===== src/rtl/dmc_pkg.sv =====
package dmc_pkg;
    typedef enum logic [1:0] {
        ST_IDLE,
        ST_FILL,
        ST_WRITE,
        ST_RESP
    } dmc_state_t;
endpackage


===== src/rtl/dmc_line_store.sv =====
module dmc_line_store #(
    parameter int INDEX_W = 6,
    parameter int TAG_W   = 16,
    parameter int DATA_W  = 32
) (
    input  logic                 clk,
    input  logic                 rst_n,
    input  logic [INDEX_W-1:0]   idx,
    output logic                 rd_valid,
    output logic [TAG_W-1:0]     rd_tag,
    output logic [DATA_W-1:0]    rd_data,
    input  logic                 fill_en,
    input  logic                 upd_en,
    input  logic [TAG_W-1:0]     wr_tag,
    input  logic [DATA_W-1:0]    wr_data,
    input  logic [DATA_W/8-1:0]  wr_strb
);
    localparam int LINES = 1 << INDEX_W;
    localparam int LANES = DATA_W / 8;

    logic [LINES-1:0] valid_q;
    logic [TAG_W-1:0] tag_q [LINES];
    logic             wr_any;

    assign wr_any = fill_en | upd_en;

    // Valid bits: cleared by reset, set only by a fill.
    always_ff @(posedge clk) begin
        if (!rst_n) begin
            valid_q <= '0;
        end else if (fill_en) begin
            valid_q[idx] <= 1'b1;
        end
    end

    always_ff @(posedge clk) begin
        if (fill_en) begin
            tag_q[idx] <= wr_tag;
        end
    end

    assign rd_valid = valid_q[idx];
    assign rd_tag   = tag_q[idx];

    // One byte-wide array per lane, so that partial updates stay separate.
    for (genvar l = 0; l < LANES; l++) begin : g_lane
        logic [7:0] lane_mem [LINES];
        always_ff @(posedge clk) begin
            if (wr_any && (fill_en || wr_strb[l])) begin
                lane_mem[idx] <= wr_data[l*8 +: 8];
            end
        end
        assign rd_data[l*8 +: 8] = lane_mem[idx];
    end

    // a reset cycle leaves every line invalid
    p_lines_invalid_after_reset_r2: assert property (
        @(posedge clk) !rst_n |=> (valid_q == '0));
endmodule


===== src/rtl/dmc_lane_unit.sv =====
module dmc_lane_unit #(
    parameter int DATA_W = 32
) (
    input  logic                        is_byte,
    input  logic [$clog2(DATA_W/8)-1:0] offs,
    input  logic [DATA_W-1:0]           cpu_wdata,
    input  logic [DATA_W-1:0]           line_word,
    output logic [DATA_W/8-1:0]         strb,
    output logic [DATA_W-1:0]           lane_wdata,
    output logic [DATA_W-1:0]           rd_out
);
    localparam int LANES = DATA_W / 8;

    logic [7:0] sel_byte;

    for (genvar l = 0; l < LANES; l++) begin : g_lane
        assign strb[l] = is_byte ? (offs == l[$clog2(DATA_W/8)-1:0]) : 1'b1;
        assign lane_wdata[l*8 +: 8] = is_byte ? cpu_wdata[7:0] : cpu_wdata[l*8 +: 8];
    end

    assign sel_byte = line_word[offs*8 +: 8];
    assign rd_out   = is_byte ? {{(DATA_W-8){1'b0}}, sel_byte} : line_word;
endmodule


===== src/rtl/dmc_ctrl.sv =====
module dmc_ctrl
    import dmc_pkg::*;
(
    input  logic clk,
    input  logic rst_n,
    input  logic cpu_req,
    input  logic cpu_we,
    input  logic hit,
    input  logic mem_ack,
    output logic cpu_ready,
    output logic mem_req,
    output logic mem_we,
    output logic fill_en,
    output logic upd_en
);
    dmc_state_t state_q, state_d;

    always_comb begin
        state_d = state_q;
        unique case (state_q)
            ST_IDLE: begin
                if (cpu_req) begin
                    if (cpu_we)   state_d = ST_WRITE;  // idle_to_write
                    else if (hit) state_d = ST_RESP;   // idle_to_resp
                    else          state_d = ST_FILL;   // idle_to_fill
                end
            end
            ST_FILL:  if (mem_ack) state_d = ST_RESP;  // fill_to_resp
            ST_WRITE: if (mem_ack) state_d = ST_RESP;  // write_to_resp
            ST_RESP:  state_d = ST_IDLE;               // resp_to_idle
            default:  state_d = ST_IDLE;
        endcase
    end

    always_ff @(posedge clk) begin
        if (!rst_n) state_q <= ST_IDLE;
        else        state_q <= state_d;
    end

    always_comb begin
        cpu_ready = 1'b0;
        mem_req   = 1'b0;
        mem_we    = 1'b0;
        fill_en   = 1'b0;
        upd_en    = 1'b0;
        unique case (state_q)
            ST_IDLE: ;
            ST_FILL: begin
                mem_req = 1'b1;
                fill_en = mem_ack;
            end
            ST_WRITE: begin
                mem_req = 1'b1;
                mem_we  = 1'b1;
                upd_en  = mem_ack && hit;
            end
            ST_RESP: cpu_ready = 1'b1;
            default: ;
        endcase
    end

    // a read hit answers next cycle without memory traffic
    p_hit_no_mem_r3: assert property (@(posedge clk) disable iff (!rst_n)
        (state_q == ST_IDLE && cpu_req && !cpu_we && hit) |=> (cpu_ready && !mem_req));
    // a read miss starts a memory read
    p_miss_fetch_r4: assert property (@(posedge clk) disable iff (!rst_n)
        (state_q == ST_IDLE && cpu_req && !cpu_we && !hit) |=> (mem_req && !mem_we));
    // every write is forwarded to memory
    p_write_forward_r6: assert property (@(posedge clk) disable iff (!rst_n)
        (state_q == ST_IDLE && cpu_req && cpu_we) |=> (mem_req && mem_we && !cpu_ready));
    // ready is a single pulse
    p_ready_pulse_r10: assert property (@(posedge clk) disable iff (!rst_n)
        cpu_ready |=> !cpu_ready);
    // memory request held until acknowledge
    p_mem_hold_r10: assert property (@(posedge clk) disable iff (!rst_n)
        (mem_req && !mem_ack) |=> (mem_req && $stable(mem_we)));
endmodule


===== src/rtl/dmc_cache.sv =====
module dmc_cache #(
    parameter int ADDR_W  = 24,
    parameter int DATA_W  = 32,
    parameter int INDEX_W = 6
) (
    input  logic                 clk,
    input  logic                 rst_n,
    input  logic                 cpu_req,
    input  logic                 cpu_we,
    input  logic                 cpu_byte,
    input  logic [ADDR_W-1:0]    cpu_addr,
    input  logic [DATA_W-1:0]    cpu_wdata,
    output logic [DATA_W-1:0]    cpu_rdata,
    output logic                 cpu_ready,
    output logic                 mem_req,
    output logic                 mem_we,
    output logic [ADDR_W-1:0]    mem_addr,
    output logic [DATA_W-1:0]    mem_wdata,
    output logic [DATA_W/8-1:0]  mem_wstrb,
    input  logic [DATA_W-1:0]    mem_rdata,
    input  logic                 mem_ack
);
    localparam int LANES = DATA_W / 8;
    localparam int OFF_W = $clog2(LANES);
    localparam int TAG_W = ADDR_W - INDEX_W - OFF_W;

    logic [TAG_W-1:0]   a_tag;
    logic [INDEX_W-1:0] a_idx;
    logic [OFF_W-1:0]   a_off;
    logic               line_valid;
    logic [TAG_W-1:0]   line_tag;
    logic [DATA_W-1:0]  line_word;
    logic               hit;
    logic               fill_en, upd_en;
    logic [LANES-1:0]   strb;
    logic [DATA_W-1:0]  lane_wdata;
    logic [DATA_W-1:0]  rd_out;
    logic [DATA_W-1:0]  store_wdata;

    assign a_tag = cpu_addr[ADDR_W-1 -: TAG_W];
    assign a_idx = cpu_addr[OFF_W +: INDEX_W];
    assign a_off = cpu_addr[OFF_W-1:0];

    assign hit = line_valid && (line_tag == a_tag);

    dmc_ctrl u_ctrl (
        .clk       (clk),
        .rst_n     (rst_n),
        .cpu_req   (cpu_req),
        .cpu_we    (cpu_we),
        .hit       (hit),
        .mem_ack   (mem_ack),
        .cpu_ready (cpu_ready),
        .mem_req   (mem_req),
        .mem_we    (mem_we),
        .fill_en   (fill_en),
        .upd_en    (upd_en)
    );

    dmc_lane_unit #(.DATA_W(DATA_W)) u_lane (
        .is_byte    (cpu_byte),
        .offs       (a_off),
        .cpu_wdata  (cpu_wdata),
        .line_word  (line_word),
        .strb       (strb),
        .lane_wdata (lane_wdata),
        .rd_out     (rd_out)
    );

    assign store_wdata = fill_en ? mem_rdata : lane_wdata;

    dmc_line_store #(.INDEX_W(INDEX_W), .TAG_W(TAG_W), .DATA_W(DATA_W)) u_store (
        .clk      (clk),
        .rst_n    (rst_n),
        .idx      (a_idx),
        .rd_valid (line_valid),
        .rd_tag   (line_tag),
        .rd_data  (line_word),
        .fill_en  (fill_en),
        .upd_en   (upd_en),
        .wr_tag   (a_tag),
        .wr_data  (store_wdata),
        .wr_strb  (strb)
    );

    assign mem_addr  = {cpu_addr[ADDR_W-1:OFF_W], {OFF_W{1'b0}}};
    assign mem_wdata = lane_wdata;
    assign mem_wstrb = mem_we ? strb : '0;
    assign cpu_rdata = cpu_ready ? rd_out : '0;

    // memory traffic always uses a block-aligned address
    p_aligned_addr_r1: assert property (@(posedge clk) disable iff (!rst_n)
        mem_req |-> (mem_addr[OFF_W-1:0] == '0));
    // a fill or patch leaves the addressed line hitting in the next cycle
    p_line_hits_after_update_r7: assert property (@(posedge clk) disable iff (!rst_n)
        (fill_en || upd_en) |=> hit);
endmodule


===== config.mk =====
export PLATFORM = sky130hd
export DESIGN_NAME = dmc_cache
export DESIGN_NICKNAME = d
export VERILOG_FILES = /design/src/rtl/dmc_pkg.sv /design/src/rtl/dmc_line_store.sv /design/src/rtl/dmc_lane_unit.sv /design/src/rtl/dmc_ctrl.sv /design/src/rtl/dmc_cache.sv
export SDC_FILE = /design/constraint.sdc
export NUM_CORES = 2
export LEC_CHECK = 0
export BUFFER_PORTS_ARGS = -buffer_cell sky130_fd_sc_hd__buf_2
export CAP_MARGIN = 25
export CORE_ASPECT_RATIO = 0.9
export CORE_MARGIN = 5
export CORE_UTILIZATION = 56
export CTS_CLUSTER_SIZE = 25
export DETAILED_ROUTE_END_ITERATION = 8
export HOLD_SLACK_MARGIN = 0.06
export PLACE_DENSITY = 0.72
export SLEW_MARGIN = 5
export SYNTH_ARGS = -nofsm -noshare
export SYNTH_HDL_FRONTEND = slang
export SYNTH_HIERARCHICAL = 1
export SYNTH_SLANG_ARGS = --single-unit

===== constraint.sdc =====
create_clock -name clk -period 5 [get_ports clk]
set_input_delay 1 -clock clk [delete_from_list [all_inputs] [get_ports clk]]
set_output_delay 1 -clock clk [all_outputs]
set_load 0.005 [all_outputs]

==> metrics.txt <==
violated checks=negative setup slack; Remaining DRCs=0; Post-Place Cells=roughly 11k; CTS tree=done; post-synth top area cell=edfxtp_1; post-route setup slack=-0.1365 ns; total grt overflow=0; final hold viol count=0; Min-Delay Path Class=input pin to register; CP arrival=4.14 ns; pre-CTS setup slack=-0.7997 ns; Post-Layout Cell Count=approximately 11k; Final Cell Area=between 0.1 and 0.15 sq mm; setup violators final=10; Setup crit end kind=primary output; Ports=189; status=complete, but fails checks; FILL cells=13.44k; yosys warns=6; Mapped Cells=between 7k and 8k; Die Ht=452.9 um; number of antenna-violating nets in the routed design=0; relative slew slack=17.83%; R2R depth=16; core box area=0.2167 sq mm; slew at the pin closest to its max-slew limit=between 1 and 1.5 ns; hold-fix buffers at CTS=0; vias in the first global route=75.55k; H-Tree Level Count=5; placement row count=162; CTS clk-pin slew, worst paths=0.06 ns; FF-to-FF Start=u_store/tag_q[29][12]$_DFFE_PP_; Post-Route Skew=0.04492 ns; Detailed Route Iter0 Violations=14.48k; drt via density=7.013; Final Net Count=8237; post-route clock period utilization=102.7%; largest net degree at the start of global routing=66; power per cell area=slightly above 400 mW/mm^2; ys async rst share=0%; max frequency=194.7 MHz; DRT Wirelength=406300 um; TritonCTS Buffers=between 300 and 400; switching power=roughly 14 mW; crit path capture=cpu_rdata[5]; CTS Root Cell=clkbuf_16; wire per inst=36.09 um; sequential area share after synthesis=between 70% and 80%; setup TNS=-0.5206 ns; post-layout util=about two thirds; starting density of the core=56.33%; Crit Reg-Reg Endpoint=u_store/g_lane[0].lane_mem[47][6]$_DFFE_PP_; First-pass DRT Iterations=8; total power=59.00 mW; final hold slack=0.3801 ns; Slew Limit Fails=0; sw frac=23.51%; Commonest cells post-synth=edfxtp_1 (3072), nor2_1 (555), a221oi_1 (417); count leader, synth=edfxtp_1; syn_area_per_cell=17.35 sq um; Synth area leaders=edfxtp_1 (76%), mux4_2 (3.8%), a221oi_1 (3.0%); share of layout cells above drive strength 1=27.74%; mapped cell area=roughly 0.12 sq mm; WP data required=4.00 ns; Cell Int Power=roughly 45 mW; unrepaired setup endpoints after global routing=true; Clock Latency Late Sink=0.97 ns; DP Area=0.1341 sq mm; Max Root-Sink Buffers=4; leakage=48.73 nW; Seq pwr share=50.5%; type of the worst setup path=input pin to primary output; combinational power share=around a tenth; flops & latches, synth=3138; Clock power frac=39.8%; top-area cell type share of the netlist area=75.58%; initial antenna violation count=27; # clock sinks=3138; max_cap viols=0; via count=78.96k; global-route wire length before repair=561700 um; Die X=502.1 um; Peak supply drop=0.0003853 V; Post-synth EDFFs=3072; Netlist cell types=75; startpoint type of the worst setup path=input pin; Final HPWL DP=roughly 260000 um; IO buf count=186; R2R Setup Slk=0.47 ns; Worst Path Max Fanout=11; GP Congestion=1.013; Top FF cell, synth=edfxtp_1; synthesis-to-layout area growth=19.64%; min Tclk post-route=between 5 and 6 ns; die area=approximately 0.23 sq mm; crit path launch=cpu_addr[3]; GRT Util Overall=34.94%
-- metal layers --
metal / wire length [um] / vias to the layer above / part of all wire [%] / track usage (%)
met5: 134 / - / 0.033 / 0.04204
met4: 28270 / 20 / 7.0 / 20.40
met3: 69670 / 1413 / 17 / 14.51
met2: 174000 / 7489 / 43 / 49.48
met1: 134200 / 39106 / 33 / 45.63
li1: - / 30931 / - / -
-- power groups by stage --
stage,Clock [mW],Sequential [mW],Combinational [mW]
CTS,23.5,29.8,5.43
global route,24.7,29.8,5.79
floorplan,0,30.3,2.29
finish,23.5,29.8,5.75
global placement,0,30.3,5.20
detailed placement,0,30.3,5.30
-- sequential cells by signal (all words and copies together), names as in the netlist --
signal	flops
u_ctrl/state_q	2
u_store/g_lane.lane_mem	2048
u_store/tag_q	1024
u_store/valid_q	64
-- how the worst min path moves through the flow --
stage / endpoint / depth (start not counted) / slack [ns] / from
5_1_grt: u_ctrl/state_q[0]$_SDFFE_PN0P_ / 4 / 0.36 / cpu_we
6_report: u_ctrl/state_q[0]$_SDFFE_PN0P_ / 4 / 0.38 / cpu_we
4_1_cts: u_ctrl/state_q[0]$_SDFFE_PN0P_ / 4 / 0.33 / cpu_we
2_1_floorplan: u_store/valid_q[61]$_SDFFE_PN0P_ / 1 / 0.44 / u_store/valid_q[61]$_SDFFE_PN0P_
3_5_place_dp: u_store/valid_q[38]$_SDFFE_PN0P_ / 1 / 0.45 / u_store/valid_q[38]$_SDFFE_PN0P_
3_3_place_gp: u_store/valid_q[63]$_SDFFE_PN0P_ / 1 / 0.44 / u_store/valid_q[63]$_SDFFE_PN0P_
-- cells in the final DEF (no fill, tap or decap), types with 148 or more instances in the layout --
cell,n
clkbuf_16,335
a221oi_1,382
mux2_2,148
mux4_2,204
buf_4,969
a21oi_1,215
nor2_1,526
mux2i_1,240
buf_2,181
edfxtp_1,3072
a22oi_1,266
-- cell families after synthesis --
kind of cell / after synthesis / share of synthesized area (%)
DFF: 3138 / 76.67
other: 1 / 0.003073
xor gates and xnor gates: 16 / 0.1148
and+or+nand+nor: 1117 / 4.272
muxes: 598 / 7.153
adders and majority gates: 5 / 0.05126
AOI/OAI and AO/OA: 1571 / 9.527
buffers and inverters: 588 / 2.213
-- what timing repair did --
| item | in CTS | in global routing |
|---|---|---|
| buffers inserted | 29 | 11 |
| setup endpoints to repair | 32 | 2069 |
| cloned | 9 | 5 |
| pin swaps | 25 | 26 |
| gates resized for setup | 89 | 96 |
| hold endpoints to repair | 0 | 0 |
-- area by class of cell --
cell class                      count  area, sq um  area share (%)
Antenna cell                       19        47.55         0.03256
Sequential cell                  3138        93570           64.08
Timing Repair Buffer             1327        11790           8.071
Tap cell                         2870         3591           2.459
Inverter                           39        156.4          0.1071
Clock inverter                    163         1574           1.078
Multi-Input combinational cell   3309        26740           18.31
Clock buffer                      394         8557           5.860
-- critical path, stage by stage --
cell and delay, ns:
buf_16 0.15, buf_4 0.18, nor2b_4 0.15, buf_12 0.16
buf_4 0.19, buf_4 0.17, buf_4 0.17, a31oi_1 0.22
a31oi_1 0.14, nor3_1 0.45, nand4_1 0.28, buf_12 0.24
mux2i_1 0.17, a221oi_2 0.09, and2_1 0.19, buf_2 0.12
Power figures use the tool's default switching activity.
